<file path="config.mk">
export PLATFORM = sky130hd
export DESIGN_NAME = pwm_shadow_bank
export DESIGN_NICKNAME = d
export VERILOG_FILES = /design/src/rtl/pwm_bank_pkg.sv /design/src/rtl/pwm_bank_regs.sv /design/src/rtl/pwm_bank_events.sv /design/src/rtl/pwm_bank_arm.sv /design/src/rtl/pwm_shadow_bank.sv
export SDC_FILE = /design/constraint.sdc
export NUM_CORES = 1
export LEC_CHECK = 0
export BUFFER_PORTS_ARGS = -buffer_cell sky130_fd_sc_hd__buf_2
export CAP_MARGIN = 20
export CORE_AREA = 8 8 182 184
export CTS_CLUSTER_DIAMETER = 120
export DETAILED_ROUTE_END_ITERATION = 6
export DIE_AREA = 0 0 190 192
export PLACE_DENSITY = 0.58
export SYNTH_ARGS = -nofsm -noshare
export SYNTH_HDL_FRONTEND = slang
export SYNTH_SLANG_ARGS = --single-unit
</file>
<file path="constraint.sdc">
create_clock -name clk -period 6.3 [get_ports clk]
set_clock_uncertainty 0.05 [all_clocks]
set_input_delay 1.26 -clock clk [delete_from_list [all_inputs] [get_ports clk]]
set_output_delay 1.26 -clock clk [all_outputs]
set_load 0.1 [all_outputs]
</file>
<file path="src/rtl/pwm_bank_pkg.sv">
// Package: shared constants and the update-policy type for the buffered
// PWM compare bank. Assumes a 3-bit register address space with seven
// live registers; address 7 is unused.
package pwm_bank_pkg;

    localparam int NREG      = 7;
    localparam int ADDR_W    = 3;
    localparam int A_PERIOD  = 0;
    localparam int A_DUTY_U  = 1;
    localparam int A_THIN    = 4;

    typedef enum logic [1:0] {
        UPD_IMMEDIATE = 2'd0,
        UPD_BATCH     = 2'd1,
        UPD_THINNED   = 2'd2
    } upd_mode_e;

    // Derive the active update policy from the two mode inputs.
    function automatic upd_mode_e decode_mode(input logic imm, input logic reload);
        if (imm)
            return UPD_IMMEDIATE;
        else if (reload)
            return UPD_THINNED;
        else
            return UPD_BATCH;
    endfunction

endpackage

</file>
<file path="src/rtl/pwm_bank_regs.sv">
// Module: shadow/active register pairs. Each pair has its own write decode.
// The active side either follows a write directly (immediate policy) or
// copies the shadow on a transfer pulse. Assumes xfer is never high while
// imm is high.
module pwm_bank_regs #(
    parameter int DATA_W = 16,
    parameter int NREG   = 7,
    parameter int ADDR_W = 3
) (
    input  logic                   clk,
    input  logic                   rst_n,
    input  logic                   wr_en,
    input  logic [ADDR_W-1:0]      wr_addr,
    input  logic [DATA_W-1:0]      wr_data,
    input  logic                   imm,
    input  logic                   xfer,
    input  logic [ADDR_W-1:0]      rd_addr,
    output logic [DATA_W-1:0]      rd_data,
    output logic [NREG*DATA_W-1:0] act_flat
);

    logic [DATA_W-1:0] shadow_q [NREG];
    logic [DATA_W-1:0] active_q [NREG];
    logic [NREG-1:0]   wr_hit;

    for (genvar k = 0; k < NREG; k++) begin : g_pair
        // Decode a write aimed at this register.
        assign wr_hit[k] = wr_en && (wr_addr == ADDR_W'(k));

        // Hold the CPU-written shadow value.
        always_ff @(posedge clk) begin
            if (!rst_n)
                shadow_q[k] <= '0;
            else if (wr_hit[k])
                shadow_q[k] <= wr_data;
        end

        // Update the active value by direct write or batch copy.
        always_ff @(posedge clk) begin
            if (!rst_n)
                active_q[k] <= '0;
            else if (imm && wr_hit[k])
                active_q[k] <= wr_data;
            else if (xfer)
                active_q[k] <= shadow_q[k];
        end

        assign act_flat[k*DATA_W +: DATA_W] = active_q[k];
    end

    // Select the shadow value for a CPU read; unused addresses give zero.
    always_comb begin
        rd_data = '0;
        for (int k = 0; k < NREG; k++) begin
            if (rd_addr == ADDR_W'(k))
                rd_data = shadow_q[k];
        end
    end

endmodule

</file>
<file path="src/rtl/pwm_bank_events.sv">
// Module: turning-point detector and event thinner. A turning point is a
// stepped counter value equal to the period or to one. The thinner passes
// one turning point, then swallows the next `ratio`. Assumes cnt_step is a
// single-cycle qualifier per counter value.
module pwm_bank_events #(
    parameter int DATA_W = 16,
    parameter int THIN_W = 5
) (
    input  logic              clk,
    input  logic              rst_n,
    input  logic              cnt_step,
    input  logic [DATA_W-1:0] cnt_val,
    input  logic [DATA_W-1:0] period,
    input  logic [THIN_W-1:0] ratio,
    output logic              evt,
    output logic              evt_pass
);

    localparam logic [DATA_W-1:0] TROUGH = DATA_W'(1);

    logic              peak_hit;
    logic              trough_hit;
    logic [THIN_W-1:0] skip_q;

    // Compare the counter against both turning values.
    always_comb begin
        peak_hit   = (cnt_val == period);
        trough_hit = (cnt_val == TROUGH);
        evt        = cnt_step && (peak_hit || trough_hit);
        evt_pass   = evt && (skip_q == '0);
    end

    // Count down suppressed events; reload the ratio on each passed one.
    always_ff @(posedge clk) begin
        if (!rst_n)
            skip_q <= '0;
        else if (evt_pass)
            skip_q <= ratio;
        else if (evt)
            skip_q <= skip_q - 1'b1;
    end

endmodule

</file>
<file path="src/rtl/pwm_bank_arm.sv">
// Module: transfer arming. A phase-U write arms a batch copy, and the copy
// fires at the next turning point the current policy accepts. The armed
// flag drops on the firing edge unless a new phase-U write lands on it.
// Assumes mode is decoded from the same-cycle mode inputs.
module pwm_bank_arm
    import pwm_bank_pkg::*;
(
    input  logic      clk,
    input  logic      rst_n,
    input  upd_mode_e mode,
    input  logic      u_wr,
    input  logic      evt,
    input  logic      evt_pass,
    output logic      armed,
    output logic      xfer
);

    logic point_ok;

    // Pick which turning points count under the active policy.
    always_comb begin
        unique case (mode)
            UPD_BATCH:   point_ok = evt;
            UPD_THINNED: point_ok = evt_pass;
            default:     point_ok = 1'b0;
        endcase
        xfer = armed && point_ok;
    end

    // Set on a phase-U write, clear on transfer or in immediate policy.
    always_ff @(posedge clk) begin
        if (!rst_n)
            armed <= 1'b0;
        else if (mode == UPD_IMMEDIATE)
            armed <= 1'b0;
        else if (u_wr)
            armed <= 1'b1;
        else if (xfer)
            armed <= 1'b0;
    end

endmodule

</file>
<file path="src/rtl/pwm_shadow_bank.sv">
// Module: top of the buffered compare bank. It ties the register pairs,
// the turning-point detector and the arming logic together. The period and
// thinning ratio fed back into the detector come from the active side.
module pwm_shadow_bank
    import pwm_bank_pkg::*;
#(
    parameter int DATA_W = 16,
    parameter int THIN_W = 5
) (
    input  logic                   clk,
    input  logic                   rst_n,
    input  logic                   wr_en,
    input  logic [ADDR_W-1:0]      wr_addr,
    input  logic [DATA_W-1:0]      wr_data,
    input  logic [ADDR_W-1:0]      rd_addr,
    output logic [DATA_W-1:0]      rd_data,
    input  logic [DATA_W-1:0]      cnt_val,
    input  logic                   cnt_step,
    input  logic                   upd_imm,
    input  logic                   upd_reload,
    output logic [NREG*DATA_W-1:0] act_all
);

    upd_mode_e         mode;
    logic              u_wr;
    logic              evt;
    logic              evt_pass;
    logic              armed;
    logic              xfer_go;
    logic [DATA_W-1:0] period;
    logic [THIN_W-1:0] ratio;

    // Decode the policy and the arming write; tap the fed-back values.
    always_comb begin
        mode   = decode_mode(upd_imm, upd_reload);
        u_wr   = wr_en && (wr_addr == ADDR_W'(A_DUTY_U));
        period = act_all[A_PERIOD*DATA_W +: DATA_W];
        ratio  = act_all[A_THIN*DATA_W +: THIN_W];
    end

    pwm_bank_regs #(
        .DATA_W (DATA_W),
        .NREG   (NREG),
        .ADDR_W (ADDR_W)
    ) u_regs (
        .clk      (clk),
        .rst_n    (rst_n),
        .wr_en    (wr_en),
        .wr_addr  (wr_addr),
        .wr_data  (wr_data),
        .imm      (upd_imm),
        .xfer     (xfer_go),
        .rd_addr  (rd_addr),
        .rd_data  (rd_data),
        .act_flat (act_all)
    );

    pwm_bank_events #(
        .DATA_W (DATA_W),
        .THIN_W (THIN_W)
    ) u_events (
        .clk      (clk),
        .rst_n    (rst_n),
        .cnt_step (cnt_step),
        .cnt_val  (cnt_val),
        .period   (period),
        .ratio    (ratio),
        .evt      (evt),
        .evt_pass (evt_pass)
    );

    pwm_bank_arm u_arm (
        .clk      (clk),
        .rst_n    (rst_n),
        .mode     (mode),
        .u_wr     (u_wr),
        .evt      (evt),
        .evt_pass (evt_pass),
        .armed    (armed),
        .xfer     (xfer_go)
    );

endmodule

</file>
After elaboration in Yosys (flattened, before gate mapping)
Memories as Yosys holds them, arrays and structs flattened. Cells that the tools add are included.

Muxes and demuxes: 100. Bitwise operators: 22. Add/subtract/negate cells: 1. Eq/ne operators: 16. Reductions and logical operators: 25.

Operators with widths (number): 16-bit two-way mux (28); 1-bit two-way mux (67); 1-bit OR (21); 3-bit == test (second input constant) (6); 1-bit logical AND (17); 16-bit by 1-bit == test with 1-bit output (second input constant) (1); 16-bit == test (1); 3-bit by 2-bit == test with 1-bit output (second input constant) (4); 5-bit two-way mux (2); 3-bit by 1-bit == test with 1-bit output (second input constant) (2); 3-bit logical NOT (2); 5-bit logical NOT (1); 5-bit by 1-bit subtractor with 5-bit output (second input constant) (1); 2-bit two-way mux (2); 2-bit nonzero test (2); 2-bit by 1-bit == test with 1-bit output (second input constant) (1); 2-bit == test (second input constant) (1); 2-bit logical NOT (1); 1-bit one-hot mux with 2 select lines (1); 2-bit OR reduction (1); 1-bit logical OR (1); 1-bit NOT (1).

Output and inout port bits: 128. Register bits after elaboration: 6. Word-level logic and storage cells: 168. Memory bits (writable): 224. Memories kept: 2. Input port bits: 44.

Memory list: u_regs.active_q (depth 7, width 16, read ports 7, clocked after memory_dff 0, write ports 7, line pwm_bank_regs.sv:23) `logic [DATA_W-1:0] active_q [NREG];`; u_regs.shadow_q (depth 7, width 16, read ports 7, clocked after memory_dff 0, write ports 7, line pwm_bank_regs.sv:22) `logic [DATA_W-1:0] shadow_q [NREG];`.

Depth between registers and ports, before layout
Depth in word-level cells: 11. Mapped depth: 9. Gate-level depth less buffers: 7.

By module
A second synthesis with hierarchy kept.

Cells, all modules: 991. Area, all modules: 11521.0 um^2.

By module, submodules not included: pwm_bank_regs (cells an instance 907, seq. area each 6726.5 um^2, times used 1, area an instance 10824.1 um^2); pwm_bank_events (cells an instance 69, seq. area each 100.1 um^2, times used 1, area an instance 564.3 um^2); pwm_bank_arm (cells an instance 12, seq. area each 20.0 um^2, times used 1, area an instance 110.1 um^2); pwm_shadow_bank (cells an instance 3, seq. area each 0.0 um^2, times used 1, area an instance 22.5 um^2).

Worst setup path before layout
No wires, ideal clock.

Kind: input -> output. From: input port rd_addr[1]. To: output port rd_data[14]. Arrival: 4.034 ns. Required time: 4.990 ns. Slack: 0.956 ns. Path buffers: 3. Stages: 4. Path through: clkbuf_1 clkbuf_1 buf_1 o21ai_0.

Word-level cells in the longest chain between the ends: 8. Elaborated cells between the ends (all ways): 14. Those cells by class: eq/ne (6); mux (7); reduce/logical (1).

Ends and longest elaborated chain: start, declared (line pwm_shadow_bank.sv:15) `input logic [ADDR_W-1:0] rd_addr,`; 3-bit logical NOT (line pwm_bank_regs.sv:55) `if (rd_addr == ADDR_W'(k))`; 16-bit two-way mux (6 in series) (line pwm_bank_regs.sv:55); 16-bit two-way mux (*) (line pwm_bank_regs.sv:55); end, declared (line pwm_shadow_bank.sv:16) `output logic [DATA_W-1:0] rd_data,`.

Mark *: on every way between the ends. The rest lies on a longest branch, timed or not.

Worst setup path in the final report
From: input port rd_addr[2]. To: output port rd_data[8].

The elaborated chain is that of the path after synthesis.

==> results.toml <==
[grt]
grt_max_degree = 92
grt_remaining_overflow = 0
first_global_vias = 6958
grt_util_all_layers = 0.165
grt_first_pass_wirelength_mm = 45.8
use_met3 = 0.0389
grt_use_met1 = 0.231
grt_busiest_layer = "met2"
grt_util_met2 = 0.254
grt_antenna_before_repair = 0

[finish]
design.final.nets = 945
antennaDiodeCount = 0
drive_gt1_frac = 0.280
flow.area_growth_from_synthesis_pct = 20.3
post-route-util = 0.416
multiInputGateArea_mm2 = 0.00335
final.fill_count = 2796
sequential_cell_area_mm2 = 0.00685

[synthesis]
ys_top_cells_by_area = "sky130_fd_sc_hd__edfxtp_1, sky130_fd_sc_hd__a22o_1, sky130_fd_sc_hd__and2_1"
yosysUniqueCellTypes = 41
synth-async-reset-ratio = 0
net_count_after_synthesis = 794
synth_sequential_area_ratio = 0.656
netlist_instances = 748
synth.avg_cell_area_um2 = 14.0
yosysMostFrequentCell = "sky130_fd_sc_hd__edfxtp_1"
yosysTopAreaCellShare = 0.644
ys_top_cells_by_count = "sky130_fd_sc_hd__edfxtp_1, sky130_fd_sc_hd__a22o_1, sky130_fd_sc_hd__and2_1"
ys_warn_count = 0
synth_area_mm2 = 0.0104
flops_latches_synth = 230
yosysTopAreaCell = "sky130_fd_sc_hd__edfxtp_1"
ys_dominant_reg_cell = "sky130_fd_sc_hd__edfxtp_1"
post_synth_edffs = 224

[pwr]
power.switching_fraction = 0.323
cellPowerDensity_mw_per_mm2 = 324
vdd.ir_drop.worst_mv = 0.190
total_switching_power_uw = 1320
finalPower_uw = 4070
power.leakage_uw = 0.00470
comb_power_share = 0.191
clockPowerShare = 0.356
intPower_uw = 2760
reg_power_frac = 0.453

[place]
hpwl_mm = 21.7
io_buffers = 171
gp_congestion = 0.802

[sta]
period_needed_ps = 4610
timing_worst_slew_pin_value_ps = 1100
slew_violations = 0
fmaxAchievable_mhz = 217
final.period_utilization = 0.732
rsz_0062_raised_after_global_routing = "no"
final-hold-violation-count = 0
slew_headroom = 0.267
setup_total_negative_slack_ps = 0
final_setup_violation_count = 0
fin_hold_ws_ps = 424

[die]
num_rows = 64
chip_height_um = 192
fp.dieArea_mm2 = 0.0365
starting_density_of_the_core = 0.346
ios = 172
standard_cell_core_area_mm2 = 0.0302
die_w_um = 190

[detailed_routing]
dr.first_iter.drc_count = 626
detailedRoute.firstPassIterationCount = 5
via_count = 6967
avgRoutedWirePerCell_um = 23.7
drc = 0
ant_nets = 0
viasPerCell = 5.30
drt_wl_total_mm = 31.2

[critical_path]
worst-endpoint-arrival_ps = 3300
critPathLaunchType = "primary input"
criticalPathCategory = "primary input to output port"
worst_ep_required_time_ps = 4990
worst_setup_path_end_kind = "output port"
crit_path_max_fanout = 35

[hold_path]
worstHoldPathType = "flop to flop"

[clock_tree]
ctsResizeCount = 0
cts_root_buffer = "sky130_fd_sc_hd__clkbuf_16"
clock_tree.buffer_depth = 3
insertion_delay_ps = 520
cts_num_sinks = 230
cts-htree-levels = 1
cts.reportedPaths.clkPinSlew_ps = 60
cts_setup_buffers = 0
cts_tree = "built"
cts-buffers-inserted = 25
holdBufCountCts = 0

[job]
drv.max_cap_violation_count = 0

[outcome]
run_status = "complete, no violations"
==> cells in the final DEF, fill, tap and decap left out, drive strengths merged, types with 10 or more instances in the layout <==
cell type and instances:
edfxtp 224, buf 193, a22o 112, and2 103, nor2 37, a21oi 33
clkbuf 30, mux2i 19, nand2 19, and3 17, xor2 16, mux4 15
o21ai 12, clkinv 10
==> metal layers <==
layer | vias to the layer above | part of all wire
li1 | 3175 | -
met1 | 3455 | 0.46
met2 | 297 | 0.45
met3 | 40 | 0.079
met4 | 0 | 0.020
met5 | - | 0
==> stage by stage <==
stage,std cells,setup WS [ps],cell area [um2]
floorplan,748,956,10400
global placement,1267,1750,11700
detailed placement,1267,1670,11700
CTS,1313,1660,12500
global route,1314,1540,12600
finish,1314,1690,12600
==> power groups by stage <==
stage	registers, uW	clock network, uW	logic (uW)
global route	1850	1540	806
finish	1840	1450	778
detailed placement	1870	0	781
global placement	1870	0	780
CTS	1840	1480	783
floorplan	2250	0	219
==> cell type report <==
cell class | instances | area share
Multi-Input combinational cell | 442 | 0.267
Sequential cell | 230 | 0.545
Inverter | 7 | 0.00209
Clock buffer | 30 | 0.0513
Clock inverter | 16 | 0.0128
Timing Repair Buffer | 193 | 0.0823
Tap cell | 396 | 0.0395
==> worst paths after layout <==
check	from	end	slack (ps)	cells past startpoint
worst max register to register	u_events.skip_q[0]	u_regs.active_q[1][26]	2720	8
worst max-delay path	rd_addr[2]	rd_data[8]	1690	6
worst min-delay path	u_events.skip_q[1]	u_events.skip_q[1]	420	2
worst min register to register	u_events.skip_q[1]	u_events.skip_q[1]	420	2
==> cell families (layout without fill, tap and decap cells) <==
group	after synthesis	after routing	share of synthesized area
flops	230	230	0.656
simple gates	213	213	0.115
fa+ha+maj	2	2	0.00240
xor+xnor	16	16	0.0134
buf+inv	76	246	0.0296
mux	35	35	0.0516
compound gates	176	176	0.132
==> flip-flops by register name, summed over array words and instances (netlist names) <==
register	flops
u_arm.armed	1
u_regs.shadow_q	112
u_events.skip_q	5
u_regs.active_q	112
==> critical path, stage by stage <==
cell                      delay (ps)
sky130_fd_sc_hd__buf_2           420
sky130_fd_sc_hd__nor2b_2         640
sky130_fd_sc_hd__buf_4           270
sky130_fd_sc_hd__a21oi_1          70
sky130_fd_sc_hd__a21oi_1         180
sky130_fd_sc_hd__buf_2           450
No activity file was read; power rests on OpenSTA's default activity.
